### src/rtl/dispwr_pkg.sv
// Shared constants for the display write controller: control word bit
// positions, reset control value and sequencer state encoding.
package dispwr_pkg;
    localparam int CB_DATA_COMING = 7;
    localparam int CB_RUN_N       = 6;
    localparam int CB_DECODE      = 5;
    localparam int CB_HEX         = 4;
    localparam int CB_BANK        = 3;
    localparam logic [6:0] CTRL_RESET = 7'h70;

    typedef enum logic [1:0] {
        ST_SINGLE = 2'd0,
        ST_BURST  = 2'd1,
        ST_DONE   = 2'd2
    } seq_state_t;
endpackage

### src/rtl/dispwr_seq.sv
// Control register and write sequencer. It latches control words and turns
// each data write into a RAM write enable and digit address. In single mode
// the address comes from the control word. In a burst a counter supplies it,
// and once all digits are filled further writes are dropped.
// Assumes wr_stb is one clock wide per host write.
module dispwr_seq
    import dispwr_pkg::*;
#(
    parameter int NUM_DIGITS = 8,
    parameter int ADDR_W     = $clog2(NUM_DIGITS)
) (
    input  logic              clk,
    input  logic              rst_n,
    input  logic              wr_stb,
    input  logic              mode_ctl,
    input  logic [7:0]        din,
    output logic              ram_we,
    output logic [ADDR_W-1:0] ram_addr,
    output logic              fmt_dec,
    output logic              bank_sel,
    output logic              scheme_hex,
    output logic              shutdown,
    output logic              blank
);
    localparam logic [ADDR_W-1:0] LAST_ADDR = ADDR_W'(NUM_DIGITS - 1);

    logic [6:0]        ctrl_q;
    seq_state_t        state_q;
    logic [ADDR_W-1:0] cnt_q;

    wire ctl_wr  = wr_stb && mode_ctl;
    wire data_wr = wr_stb && !mode_ctl;

    // Control register: latch settings on every control write.
    always_ff @(posedge clk) begin
        if (!rst_n)      ctrl_q <= CTRL_RESET;
        else if (ctl_wr) ctrl_q <= din[6:0];
    end

    // Sequencer: pick burst or single mode, step the burst counter.
    always_ff @(posedge clk) begin
        if (!rst_n) begin
            state_q <= ST_SINGLE;
            cnt_q   <= '0;
        end else if (ctl_wr) begin
            state_q <= din[CB_DATA_COMING] ? ST_BURST : ST_SINGLE;
            cnt_q   <= '0;
        end else if (data_wr && state_q == ST_BURST) begin
            if (cnt_q == LAST_ADDR) state_q <= ST_DONE;
            cnt_q <= cnt_q + 1'b1;
        end
    end

    // Write steering towards the digit storage.
    always_comb begin
        ram_we   = data_wr && (state_q != ST_DONE);
        ram_addr = (state_q == ST_BURST) ? cnt_q : ctrl_q[ADDR_W-1:0];
    end

    assign fmt_dec    = ctrl_q[CB_DECODE];
    assign bank_sel   = ctrl_q[CB_BANK];
    assign scheme_hex = ctrl_q[CB_HEX];
    assign shutdown   = !ctrl_q[CB_RUN_N];
    assign blank      = (state_q == ST_BURST);
endmodule

### src/rtl/dispwr_store.sv
// Per-digit display storage: two nibble banks, a shared decimal point, a
// raw byte and a decode flag for each digit. The output mux presents either
// the selected bank with its point or the raw byte, according to the flag.
module dispwr_store #(
    parameter int NUM_DIGITS = 8,
    parameter int ADDR_W     = $clog2(NUM_DIGITS)
) (
    input  logic                    clk,
    input  logic                    rst_n,
    input  logic                    we,
    input  logic [ADDR_W-1:0]       addr,
    input  logic [7:0]              wdata,
    input  logic                    wdec,
    input  logic                    wbank,
    input  logic                    show_bank,
    output logic [NUM_DIGITS*8-1:0] dig_data,
    output logic [NUM_DIGITS-1:0]   dig_dec
);
    for (genvar d = 0; d < NUM_DIGITS; d++) begin : g_digit
        logic [3:0] nib_a, nib_b;
        logic       pt;
        logic [7:0] raw;
        logic       decf;
        wire        hit = we && (addr == ADDR_W'(d));

        // Digit cell: store the write into this digit when addressed.
        always_ff @(posedge clk) begin
            if (!rst_n) begin
                nib_a <= '0;
                nib_b <= '0;
                pt    <= 1'b0;
                raw   <= '0;
                decf  <= 1'b0;
            end else if (hit) begin
                decf <= wdec;
                if (wdec) begin
                    pt <= wdata[7];
                    if (wbank) nib_b <= wdata[3:0];
                    else       nib_a <= wdata[3:0];
                end else begin
                    raw <= wdata;
                end
            end
        end

        // Output mux: decoded digit shows point and chosen bank nibble.
        always_comb begin
            if (decf) dig_data[d*8 +: 8] = {pt, 3'b000, show_bank ? nib_b : nib_a};
            else      dig_data[d*8 +: 8] = raw;
        end
        assign dig_dec[d] = decf;
    end
endmodule

### src/rtl/dispwr_ctrl.sv
// Top of the display write controller: connects the control/sequencer to
// the digit storage. Inputs are synchronous; wr_stb is a one-cycle pulse.
module dispwr_ctrl #(
    parameter int NUM_DIGITS = 8
) (
    input  logic                    clk,
    input  logic                    rst_n,
    input  logic                    wr_stb,
    input  logic                    mode_ctl,
    input  logic [7:0]              din,
    output logic [NUM_DIGITS*8-1:0] dig_data,
    output logic [NUM_DIGITS-1:0]   dig_dec,
    output logic                    scheme_hex,
    output logic                    blank,
    output logic                    shutdown
);
    localparam int ADDR_W = $clog2(NUM_DIGITS);

    logic              ram_we;
    logic [ADDR_W-1:0] ram_addr;
    logic              fmt_dec;
    logic              bank_sel;

    dispwr_seq #(.NUM_DIGITS(NUM_DIGITS), .ADDR_W(ADDR_W)) i_seq (
        .clk        (clk),
        .rst_n      (rst_n),
        .wr_stb     (wr_stb),
        .mode_ctl   (mode_ctl),
        .din        (din),
        .ram_we     (ram_we),
        .ram_addr   (ram_addr),
        .fmt_dec    (fmt_dec),
        .bank_sel   (bank_sel),
        .scheme_hex (scheme_hex),
        .shutdown   (shutdown),
        .blank      (blank)
    );

    dispwr_store #(.NUM_DIGITS(NUM_DIGITS), .ADDR_W(ADDR_W)) i_store (
        .clk       (clk),
        .rst_n     (rst_n),
        .we        (ram_we),
        .addr      (ram_addr),
        .wdata     (din),
        .wdec      (fmt_dec),
        .wbank     (bank_sel),
        .show_bank (bank_sel),
        .dig_data  (dig_data),
        .dig_dec   (dig_dec)
    );
endmodule

### config.mk
export PLATFORM = sky130hd
export DESIGN_NAME = dispwr_ctrl
export DESIGN_NICKNAME = d
export VERILOG_FILES = /design/src/rtl/dispwr_pkg.sv /design/src/rtl/dispwr_seq.sv /design/src/rtl/dispwr_store.sv /design/src/rtl/dispwr_ctrl.sv
export SDC_FILE = /design/constraint.sdc
export NUM_CORES = 1
export LEC_CHECK = 0
export ABC_CLOCK_PERIOD_IN_PS = 1900
export BUFFER_PORTS_ARGS = -buffer_cell sky130_fd_sc_hd__buf_2
export CORE_ASPECT_RATIO = 2
export CORE_MARGIN = 1
export CORE_UTILIZATION = 45
export DETAILED_ROUTE_END_ITERATION = 16
export SYNTH_ARGS = -nofsm -noshare
export SYNTH_HDL_FRONTEND = slang
export SYNTH_SLANG_ARGS = --single-unit
### constraint.sdc
create_clock -name clk -period 1.9 [get_ports clk]
set_input_delay 0.38 -clock clk [delete_from_list [all_inputs] [get_ports clk]]
set_output_delay 0.38 -clock clk [all_outputs]
set_load 0.05 [all_outputs]
# After elaboration in Yosys (flattened, before gate mapping)
# Cells that the tools add are included.
[totals] register_bits=156 output_inout_bits=75 elab_cells=129
[op_classes] n_addsub=1 eq_ne=10 mux=21 n_bitwise=3 reduce_logical=51
[ops] op="two-way mux 8 bit" n=8
[ops] op="AND reduction 3 bit" n=16
[ops] op="AND reduction 2 bit" n=17
[ops] op="two-way mux 4 bit" n=8
[ops] op="== test 3 bit, second input constant" n=5
[ops] op="logical AND 1 bit" n=12
[ops] op="== test 3 x 2 -> 1 bit, second input constant" n=2
[ops] op="two-way mux 2 bit" n=3
[ops] op="nonzero test 2 bit" n=2
[ops] op="adder 3 x 1 -> 3 bit, second input constant" n=1
[ops] op="== test 3 x 1 -> 1 bit, second input constant" n=1
[ops] op="zero test 3 bit" n=1
[ops] op="two-way mux 3 bit" n=1
[ops] op="NOT 1 bit" n=3
[ops] op="== test 2 x 1 -> 1 bit, second input constant" n=1
[ops] op="zero test 1 bit" n=2
[ops] op="inequality test 2 bit, second input constant" n=1
[ops] op="OR reduction 2 bit" n=1
[ops] op="two-way mux 1 bit" n=1

# Depth between registers and ports, before layout
# Gate-level depths: netlist of the first run.
[logic_depth] depth_word=5 depth_mapped=7 mapped_depth_nobuf=6

# Cells and area by module
# Synthesis of the first run repeated with hierarchy kept, for this count alone.
[unflattened] hier_cells=743 area_unflattened_um2=6937.9
[modules_own_cells] module="dispwr_store" instances=1 cells_per_inst=680 area_per_inst_um2=6376.1 seq_area_each_um2=2882.8
[modules_own_cells] module="dispwr_seq" instances=1 cells_per_inst=63 area_per_inst_um2=561.8 seq_area_each_um2=240.2

# Worst setup path before layout of the first run
# No wires, ideal clock.
[synth_timing] path_type="register -> output" from="reg i_seq.ctrl_q[3]" to="out dig_data[10]" arrival_time_ps=1973 t_required_ps=1520 slack_ps=-453 path_stages_with_launch=5 n_path_buf=2 cell_sequence="dfxtp_1 > buf_1 > buf_2 > mux2i_1 > a21oi_1"
[synth_via] elab_chain_cells=2
[synth_rtl] item="start, declared" line_no="dispwr_seq.sv:27" text="logic [6:0] ctrl_q;"
[synth_rtl] item="start signal, assigned" line_no="dispwr_seq.sv:37" text="else if (ctl_wr) ctrl_q <= din[6:0];"
[synth_rtl] item="two-way mux 4 bit" line_no="dispwr_store.sv:48" text="if (decf) dig_data[d*8 +: 8] = {pt, 3'b000, show_bank ? nib_b : nib_a};"
[synth_rtl] item="two-way mux 8 bit" line_no="dispwr_store.sv:48"
[synth_rtl] item="end, declared" line_no="dispwr_ctrl.sv:11" text="output logic [NUM_DIGITS*8-1:0] dig_data,"
# No other way between the ends.

# Worst setup path after layout of the first run
[layout_timing] from="reg i_seq.ctrl_q[3]" to="out dig_data[35]"
# The elaborated chain is that of the path after synthesis.

==> reports/results.txt, run 1 <==
leading post-synthesis cells by cell area = dfxtp_1 44%, mux2i_1 24%, nand2_1 8.6%
critical path class = reg2out
Post-Place Setup Slack = -0.0699 ns
Syn Inst Count = 741
worst-margin pin slew = 0.719 ns
via count = 5617
max cap viols = 0
gr usage total = 24.7%
Mean Syn Cell Area = 9.52 sq um
H-tree depth = 4
Final period util = 106%
core box area = 15300 sq um
area leader, netlist = dfxtp_1
Reg2Reg Depth = 7
die area = 16200 sq um
clk_lat worst skew = 0.42 ns
compound-cell area share of the yosys netlist = 6.65%
row cnt = 64
Synth cell types = 44
Worst setup SP type = register
Rel. slew slack = 51.9%
die height = 179 um
Core Util, Final = 61.9%
CP max stage cell = dfxtp_4
Worst Path Max Fanout = 11
Hold WC Path Type = in2reg
Pwr Total = 7.38 mW
number of flops mapped to enable cells by yosys = 0
I/O Pins = 87
Initial Util = 46.1%
number of synthesized register bits = 156
Max Slew Vio Count = 0
DR pass1 iterations = 6
net count after synthesis = 755
CTS tree = built
post-synthesis xor/xnor area fraction = 0%
FF-to-FF Start = i_seq.state_q[1]
Final setup viols = 25
first-pass GRT wire length = 30600 um
Buffers on Ports = 86
Post-synth top flop = dfxtp_1
family with the most delay on the worst path = flip-flops
Residual DRC = 0
# clock sinks = 156
final hold vios = 0
critical-path cell list = buf_12 > mux2i_2 > a21oi_4 > buf_2
WP buf/inv = 2
Pleak = 4.03 nW
wire per inst = 18.0 um
crit end category = output pin
Worst Path Required = 1.52 ns
vias per cell = 5.29
nets@finish = 865
routability congestion estimate = 0.871
TNS Setup = -1.66 ns
DP HPWL = 12700 um
clock root cell = clkbuf_16
RR Endpoint = i_store.g_digit[3].nib_b[3]
DRT Wirelength = 19100 um
proportion of layout cells with a drive suffix above 1 = 33.0%
min Tclk post-route = 2.02 ns
Mapped Area = 7060 sq um
CTS Buffer Depth = 2
post-synth top area share = 44.3%
largest family of logic cells by synthesized area = multiplexers
Clock Pin Slew Worst Setup and Hold Paths = 0.06 ns
critical hold path startpoint = din[4]
Hold Path Stages = 3
Crit path arrival time = 1.64 ns
Syn. warnings = 0
slowest stage delay, CP = 0.41 ns
Adder-Cell Fraction of Synth Area = 0.355%
CTS Buf Count = 17
area delta synth->final = 34.1%
Post-Synth Simple-Gate Area = 18.9%
ys async rst share = 0%
sequential cell area fraction in the yosys report = 44.3%
gr ovfl total = 0
hold slack = 0.186 ns
Inserted Diodes = 0
Max Clk Rate = 496 MHz
outcome = complete, but fails checks
reg-to-reg setup timing slack = 0.07 ns
RSZ-0062 raised after global routing = true
ANT nets after route = 0
Final Skew = 0.00626 ns
initial antenna violation count = 0
1st-iter DRT viols = 177
largest net degree at the start of global routing = 51
mux cell area share after synthesis = 25.7%
power density over cell area = 781 nW/um^2
Die X = 90.6 um
maximum VDD drop = 0.799 mV
worst setup margin = -0.117 ns
number of global-route vias before repair = 5743
hold endpoint = i_seq.ctrl_q[4]
failing checks = setup timing
-- stage by stage --
step	cell area [sq um]	std cells
detailed placement	8280	1022
global placement	8280	1022
CTS	9400	1060
global route	9460	1062
floorplan	7390	741
finish	9460	1062
-- per-layer routing --
layer	vias to the layer above	part of all wire, %	GRT usage (%)
li1	2751	-	-
met1	2733	40	28.4
met2	115	54	45.2
met3	18	3.8	4.88
met4	0	1.3	8.53
met5	-	0	0
-- kinds of logic (layout without fill, tap and decap cells) --
family / Yosys count / count (layout)
and+or+nand+nor: 273 / 273
muxes: 179 / 179
DFF: 156 / 156
AOI/OAI and AO/OA: 68 / 68
buffers and inverters: 63 / 186
adders and majority gates: 2 / 2
-- Yosys cell counts, types with 2 or more instances --
cell      count
nand3_1      16
nor3_2        4
nor2_1       35
a21oi_1      33
a21boi_0      7
nand2_1     161
clkbuf_1     38
nor4bb_1      2
mux2i_1     169
nand2b_1      2
o21ai_0       2
a31o_2        2
a31oi_1       3
inv_1         4
nor3_4        2
nor3_1        2
o31ai_1       3
dfxtp_1     156
nand3_2       6
nand4_1       2
mux2_2        9
nor2b_1      31
nor4_4        4
o311ai_0      4
a22oi_1       3
buf_2         9
o41ai_1       4
ha_1          2
buf_4        11
-- worst register-to-register path: cells and delay by family, from the launching register on --
family / cells / cell delay [ns]
AO/OA/AOI/OAI: 1 / 0.28
buffers and inverters: 3 / 0.46
flip-flops: 1 / 0.47
multiplexers: 1 / 0.13
AND/OR/NAND/NOR: 2 / 0.34
-- area by class of cell --
cell class	count	area, sq um
well taps	198	248
clock inverters	11	144
clock buffers	21	450
repair buffers	150	1150
flip-flops and latches	156	3140
fillers	1266	5830
multi-input cells	522	4320
inverters	4	15.0
-- power breakdown --
group,internal (mW),switching [mW]
sequential,3.30,0.0265
combinational,0.211,0.415
clock,2.10,1.34
total,5.60,1.78
-- registers in the layout (all words and copies together) (netlist names) --
register and cells:
i_store.g_digit.raw 64, i_store.g_digit.nib_a 32, i_store.g_digit.nib_b 32, i_store.g_digit.decf 8, i_store.g_digit.pt 8, i_seq.ctrl_q 7
i_seq.cnt_q 3, i_seq.state_q 2
-- timing repair --
item | in CTS | in global routing
endpoints found under the setup margin | 83 | 74
buffers inserted | 4 | 4
hold buffers | 0 | 0
resized for setup | 100 | 13
endpoints found under the hold margin | 0 | 0
gates cloned | 2 | 0
pin swaps | 13 | 3
-- worst max-delay path by stage --
stage	start	end	slack [ns]	cells after the start
final	i_seq.ctrl_q[3]	dig_data[35]	-0.12	4
after detailed placement	i_seq.state_q[0]	i_store.g_digit[1].nib_b[0]	-0.07	5
after global placement	i_seq.state_q[0]	i_store.g_digit[0].nib_a[0]	-0.02	5
after floorplan	i_store.g_digit[7].decf	dig_data[56]	-0.07	3
after CTS	i_seq.ctrl_q[3]	dig_data[48]	-0.13	4
after global routing	i_seq.ctrl_q[3]	dig_data[48]	-0.17	4
-- layout by cell type, fill, tap and decap left out, drive strengths merged, types with 8 or more instances in the layout --
cell type	synthesis	routed
a21oi	33	33
nor3	8	8
mux2i	170	170
clkbuf	38	21
dfxtp	156	156
nor2	36	36
mux2	9	9
nor2b	31	31
nand2	161	161
buf	21	150
nand3	22	22
Note: power is estimated with default switching activity, not from simulation.
==> run 2, diff against run 1 <==
- CELL_PAD_IN_SITES_DETAIL_PLACEMENT: default -> 1
- CELL_PAD_IN_SITES_GLOBAL_PLACEMENT: default -> 1
- PLACE_DENSITY_LB_ADDON: default -> 0.1
- SLEW_MARGIN: default -> 25
==> run 2 against run 1 <==
The run still ends with setup timing left. Combinational power increased by 8.9%. Sequential power about the same. Via count increased by 6.6%. Critical path depth increased by 1. Final area increased by 3.8%. Total power increased by 2.7%. Wire length increased by 24%. Sequential share of layout area decreased by 1.1 points. Global-route usage increased by 3.8 points. Highest routed layer unchanged.
==> reports/results.txt, run 2 (synthesized netlist as in run 1, its figures left out) <==
first-pass GRT wire length = 34900 um
Final Non-Filler Cells = 1068
core box area = 15300 sq um
Max Slew Vio Count = 0
biggest regs = i_store.g_digit.raw (64), i_store.g_digit.nib_a (32), i_store.g_digit.nib_b (32)
worst-margin pin slew = 0.764 ns
Final Skew = 0.00866 ns
failing checks = setup timing
min Tclk post-route = 2.06 ns
wire per inst = 22.1 um
FF-to-FF Start = i_seq.cnt_q[1]
Die X = 90.6 um
row cnt = 64
crit end category = output pin
DR pass1 iterations = 4
highest routed metal layer = met4
Cell Count Post-Placement = 1020
commonest cells after routing, fill and taps aside = 160 x nand2_1, 147 x dfxtp_1, 138 x mux2i_1, 59 x buf_4, 50 x buf_2
area delta synth->final = 39.1%
final instance area = 9820 sq um
CTS Buf Count = 17
commonest non-fill, non-tap cell in the layout = nand2_1
TNS Setup = -3.58 ns
clock share of power = 47.2%
Buffers on Ports = 86
DRT Wirelength = 23700 um
Largest register FFs = 64
Worst Path Max Fanout = 8
max cap viols = 0
wl on met1 = 8800 um
number of global-route vias before repair = 6444
H-tree depth = 4
critical path class = reg2out
Pwr Total = 7.58 mW
Pleak = 4.10 nW
proportion of layout cells with a drive suffix above 1 = 35.1%
clk_lat worst skew = 0.43 ns
routability congestion estimate = 0.849
Rel. slew slack = 48.9%
via count = 5988
Hold Path Stages = 3
worst setup margin = -0.160 ns
ANT nets after route = 0
nets@finish = 871
power density over cell area = 773 nW/um^2
Inserted Diodes = 0
clock root cell = clkbuf_16
I/O Pins = 87
hold endpoint = i_seq.ctrl_q[4]
Clock Pin Slew Worst Setup and Hold Paths = 0.07 ns
gr usage total = 28.5%
Residual DRC = 0
Initial Util = 46.1%
sequential power share = 43.8%
die area = 16200 sq um
Worst Setup SP = i_seq.ctrl_q[3]
vias per cell = 5.61
1st-iter DRT viols = 252
hold slack = 0.187 ns
outcome = complete, but fails checks
critical hold path startpoint = din[4]
Top reg by flops = i_store.g_digit.raw
CTS Hold Bufs = 0
CTS tree = built
sw frac = 25.7%
RSZ-0062 raised after global routing = true
Final period util = 108%
met3 wire length = 863 um
gr ovfl total = 0
fillers = 1624
Final setup viols = 32
largest net degree at the start of global routing = 63
CTS Buffer Depth = 2
final hold vios = 0
die height = 179 um
# clock sinks = 156
initial antenna violation count = 0
maximum VDD drop = 0.597 mV
Crit path arrival time = 1.68 ns
post-placement cell area = 8280 sq um
Max Clk Rate = 485 MHz
Hold WC Path Type = in2reg
Worst Path Required = 1.52 ns
reg-to-reg setup timing slack = 0 ns
DP HPWL = 14300 um
logic gate share of total power = 9.0%
metal2 WL = 13200 um
Worst setup SP type = register
Reg2Reg Depth = 5
RR Endpoint = i_store.g_digit[2].nib_b[2]
switching pwr = 1.95 mW
P_int = 5.64 mW
==> run 2: layer usage <==
| metal | GRT usage (%) | vias to the layer above |
|---|---|---|
| met3 | 4.62 | 52 |
| met5 | 0 | - |
| met1 | 29.8 | 3014 |
| met2 | 54.7 | 162 |
| li1 | - | 2760 |
| met4 | 13.3 | 0 |
==> run 2: how the worst max path moves through the flow <==
stage / to / cells after the start / slack (ns)
global route: dig_data[16] / 5 / -0.20
detailed placement: i_store.g_digit[2].nib_b[3] / 5 / -0.08
floorplan: dig_data[56] / 3 / -0.07
CTS: dig_data[57] / 5 / -0.21
finish: dig_data[16] / 5 / -0.16
global placement: i_store.g_digit[2].nib_b[2] / 5 / 0.03
==> run 2: layout make-up <==
type | instances | area [sq um] | share of cell area [%]
multi-input combinational | 522 | 4470 | 45.6
clock buffer | 19 | 443 | 4.51
inverter | 4 | 15.0 | 0.153
sequential | 156 | 3140 | 32.0
tap | 198 | 248 | 2.52
clock inverter | 13 | 165 | 1.68
timing repair buffer | 156 | 1330 | 13.5
==> run 2: worst max-delay path, stage by stage, from the launching register on <==
cell	delay, ns
dfxtp_4	0.44
buf_12	0.13
buf_16	0.16
mux2i_4	0.27
a21oi_4	0.08
buf_6	0.15
==> run 2: timing repair <==
action                                  in CTS  in global routing
setup buffers                                6                 11
endpoints found under the hold margin        0                  0
pin swaps                                   11                 14
resized for setup                          122                 55
endpoints found under the setup margin      95                125
cloned                                       2                  0
==> run 2: power groups by stage <==
stage | combinational (mW) | clock (mW) | sequential, mW
CTS | 0.639 | 3.60 | 3.33
global route | 0.712 | 3.74 | 3.32
detailed placement | 0.557 | 0 | 3.40
finish | 0.682 | 3.58 | 3.32
global placement | 0.545 | 0 | 3.39
floorplan | 0.371 | 0 | 3.39
==> run 2: metrics by stage <==
step | setup slack (ns) | util (%)
2_1_floorplan | -0.0653 | -
3_3_place_gp | 0.0343 | 54.1
3_5_place_dp | -0.0776 | 54.1
4_1_cts | -0.207 | 62.3
5_1_grt | -0.198 | 64.2
6_report | -0.160 | 64.2
==> run 3, diff against run 2 <==
==> constraint.sdc (replaced) <==
create_clock -name clk -period 1.9 [get_ports clk]
set_input_delay 0.285 -clock clk [delete_from_list [all_inputs] [get_ports clk]]
set_output_delay 0.285 -clock clk [all_outputs]
set_load 0.05 [all_outputs]
==> run 3 against run 2 <==
The run still ends with setup timing left. Total power fell by 3.8%. Sequential share of layout area is 0.48 points higher. Global-route usage is 0.12 points lower. Highest routed layer unchanged. First-iteration DRC count fell by 8.7%. Non-clock buffer count is 10 lower. Clock-buffer cell count is 1 lower. Sequential cell count unchanged. Fmax rose by 5.9%. Register-to-register slack better by 0.02 ns. Combinational power fell by 5.1%. Sequential power about the same. Largest cell class unchanged.
==> reports/results.txt, run 3 (synthesized netlist as in run 1, its figures left out) <==
Rel. slew slack = 52.4%
nets@finish = 861
core box area = 15300 sq um
first-pass GRT wire length = 34700 um
RSZ-0062 raised after global routing = true
CTS Buffer Depth = 2
outcome = complete, but fails checks
worst setup margin = -0.0455 ns
clk_lat worst skew = 0.43 ns
Largest register FFs = 64
DR pass1 iterations = 4
critical path class = reg2out
maximum VDD drop = 0.617 mV
Inserted Diodes = 0
fillers = 1639
die area = 16200 sq um
Final Skew = 0.00989 ns
Max Slew Vio Count = 0
Post-Place Setup Slack = -0.219 ns
Clock Pin Slew Worst Setup and Hold Paths = 0.07 ns
initial antenna violation count = 0
CP max stage cell = dfxtp_4
max cap viols = 0
Worst Path Max Fanout = 8
routability congestion estimate = 0.843
die height = 179 um
largest net degree at the start of global routing = 47
via count = 5945
Crit path arrival time = 1.66 ns
Multi-input gate area = 4460 sq um
Cell Count Post-Placement = 1015
Die X = 90.6 um
number of global-route vias before repair = 6464
Hold WC Path Type = in2reg
DRT Wirelength = 23400 um
CTS Buf Count = 17
DP HPWL = 14400 um
Residual DRC = 0
Pleak = 4.02 nW
clock root cell = clkbuf_16
post-placement cell area = 8220 sq um
Max Clk Rate = 514 MHz
crit end category = output pin
I/O Pins = 87
slowest stage delay, CP = 0.50 ns
Worst setup SP type = register
biggest regs = i_store.g_digit.raw (64), i_store.g_digit.nib_a (32), i_store.g_digit.nib_b (32)
Core Util, Final = 63.2%
gr usage total = 28.4%
final hold vios = 0
TNS Setup = -0.545 ns
failing checks = setup timing
Worst Path Required = 1.62 ns
Final setup viols = 31
1st-iter DRT viols = 230
proportion of layout cells with a drive suffix above 1 = 34.2%
CTS tree = built
Final Non-Filler Cells = 1058
Final period util = 102%
Buffers on Ports = 86
vias per cell = 5.62
row cnt = 64
worst-margin pin slew = 0.710 ns
flip-flop and latch area = 3140 sq um
Top reg by flops = i_store.g_digit.raw
gr ovfl total = 0
critical-path cell list = buf_12 > mux2i_4 > a21oi_4 > buf_6
CTS Hold Bufs = 0
wire per inst = 22.1 um
final instance area = 9670 sq um
# clock sinks = 156
min Tclk post-route = 1.95 ns
ANT nets after route = 0
Initial Util = 46.1%
H-tree depth = 4
area delta synth->final = 37.0%
commonest non-fill, non-tap cell in the layout = nand2_1
power density over cell area = 755 nW/um^2
commonest cells after routing, fill and taps aside = 160 x nand2_1, 144 x dfxtp_1, 137 x mux2i_1, 52 x buf_2, 50 x buf_4
[run 3: cell count changes in the layout (fill, tap and decap cells not counted), moves of 3 or more]
cell,before,now
dfxtp_1,147,144
nand3_1,12,16
nor2b_1,28,31
inv_6,2,5
dfxtp_2,5,10
buf_4,59,50
buf_6,35,31
[run 3: stage by stage]
stage / total power [mW] / hold slack, ns
after floorplan: 3.76 / 0.409
after global placement: 3.93 / 0.437
after detailed placement: 3.95 / 0.451
after CTS: 7.30 / 0.0866
after global routing: 7.49 / 0.0998
final: 7.30 / 0.0876
[run 3: timing repair]
item                                    CTS  global route
setup buffers                             7             3
endpoints found under the setup margin  115           112
resized for setup                       109            71
gates cloned                              2             1
pin swaps                                13            25
[run 3: layout make-up]
class	count	share of cell area [%]
clock buffers	18	4.44
inverters	4	0.155
clock inverters	14	1.40
repair buffers	146	12.8
flip-flops and latches	156	32.5
well taps	198	2.56
multi-input cells	522	46.2
[run 3: critical path, delay by kind of cell, from the launching register on]
family                 cells  cell delay (ns)
AOI/OAI and AO/OA          1             0.07
buffers and inverters      2             0.35
DFF                        1             0.50
muxes                      1             0.29
[run 3: power by group]
group | internal (mW) | switching [mW]
clock network | 1.82 | 1.49
registers | 3.29 | 0.0403
logic | 0.217 | 0.430
total | 5.34 | 1.96
[run 3: worst paths after layout]
check                                                from                        end  slack, ns  cells past startpoint
worst min register to register  i_store.g_digit[0].raw[6]  i_store.g_digit[0].raw[6]       0.46                      2
worst max register to register            i_seq.ctrl_q[5]  i_store.g_digit[6].raw[6]       0.02                      4
worst max-delay path                      i_seq.ctrl_q[3]               dig_data[26]      -0.05                      4
worst min-delay path                               din[4]            i_seq.ctrl_q[4]       0.09                      3
[run 3: layer usage]
layer	wire length [um]	GRT usage [%]	vias up
met4	933	14.2	0
li1	-	-	2751
met1	8780	29.6	2988
met5	0	0	-
met2	12900	54.1	152
met3	846	4.58	54
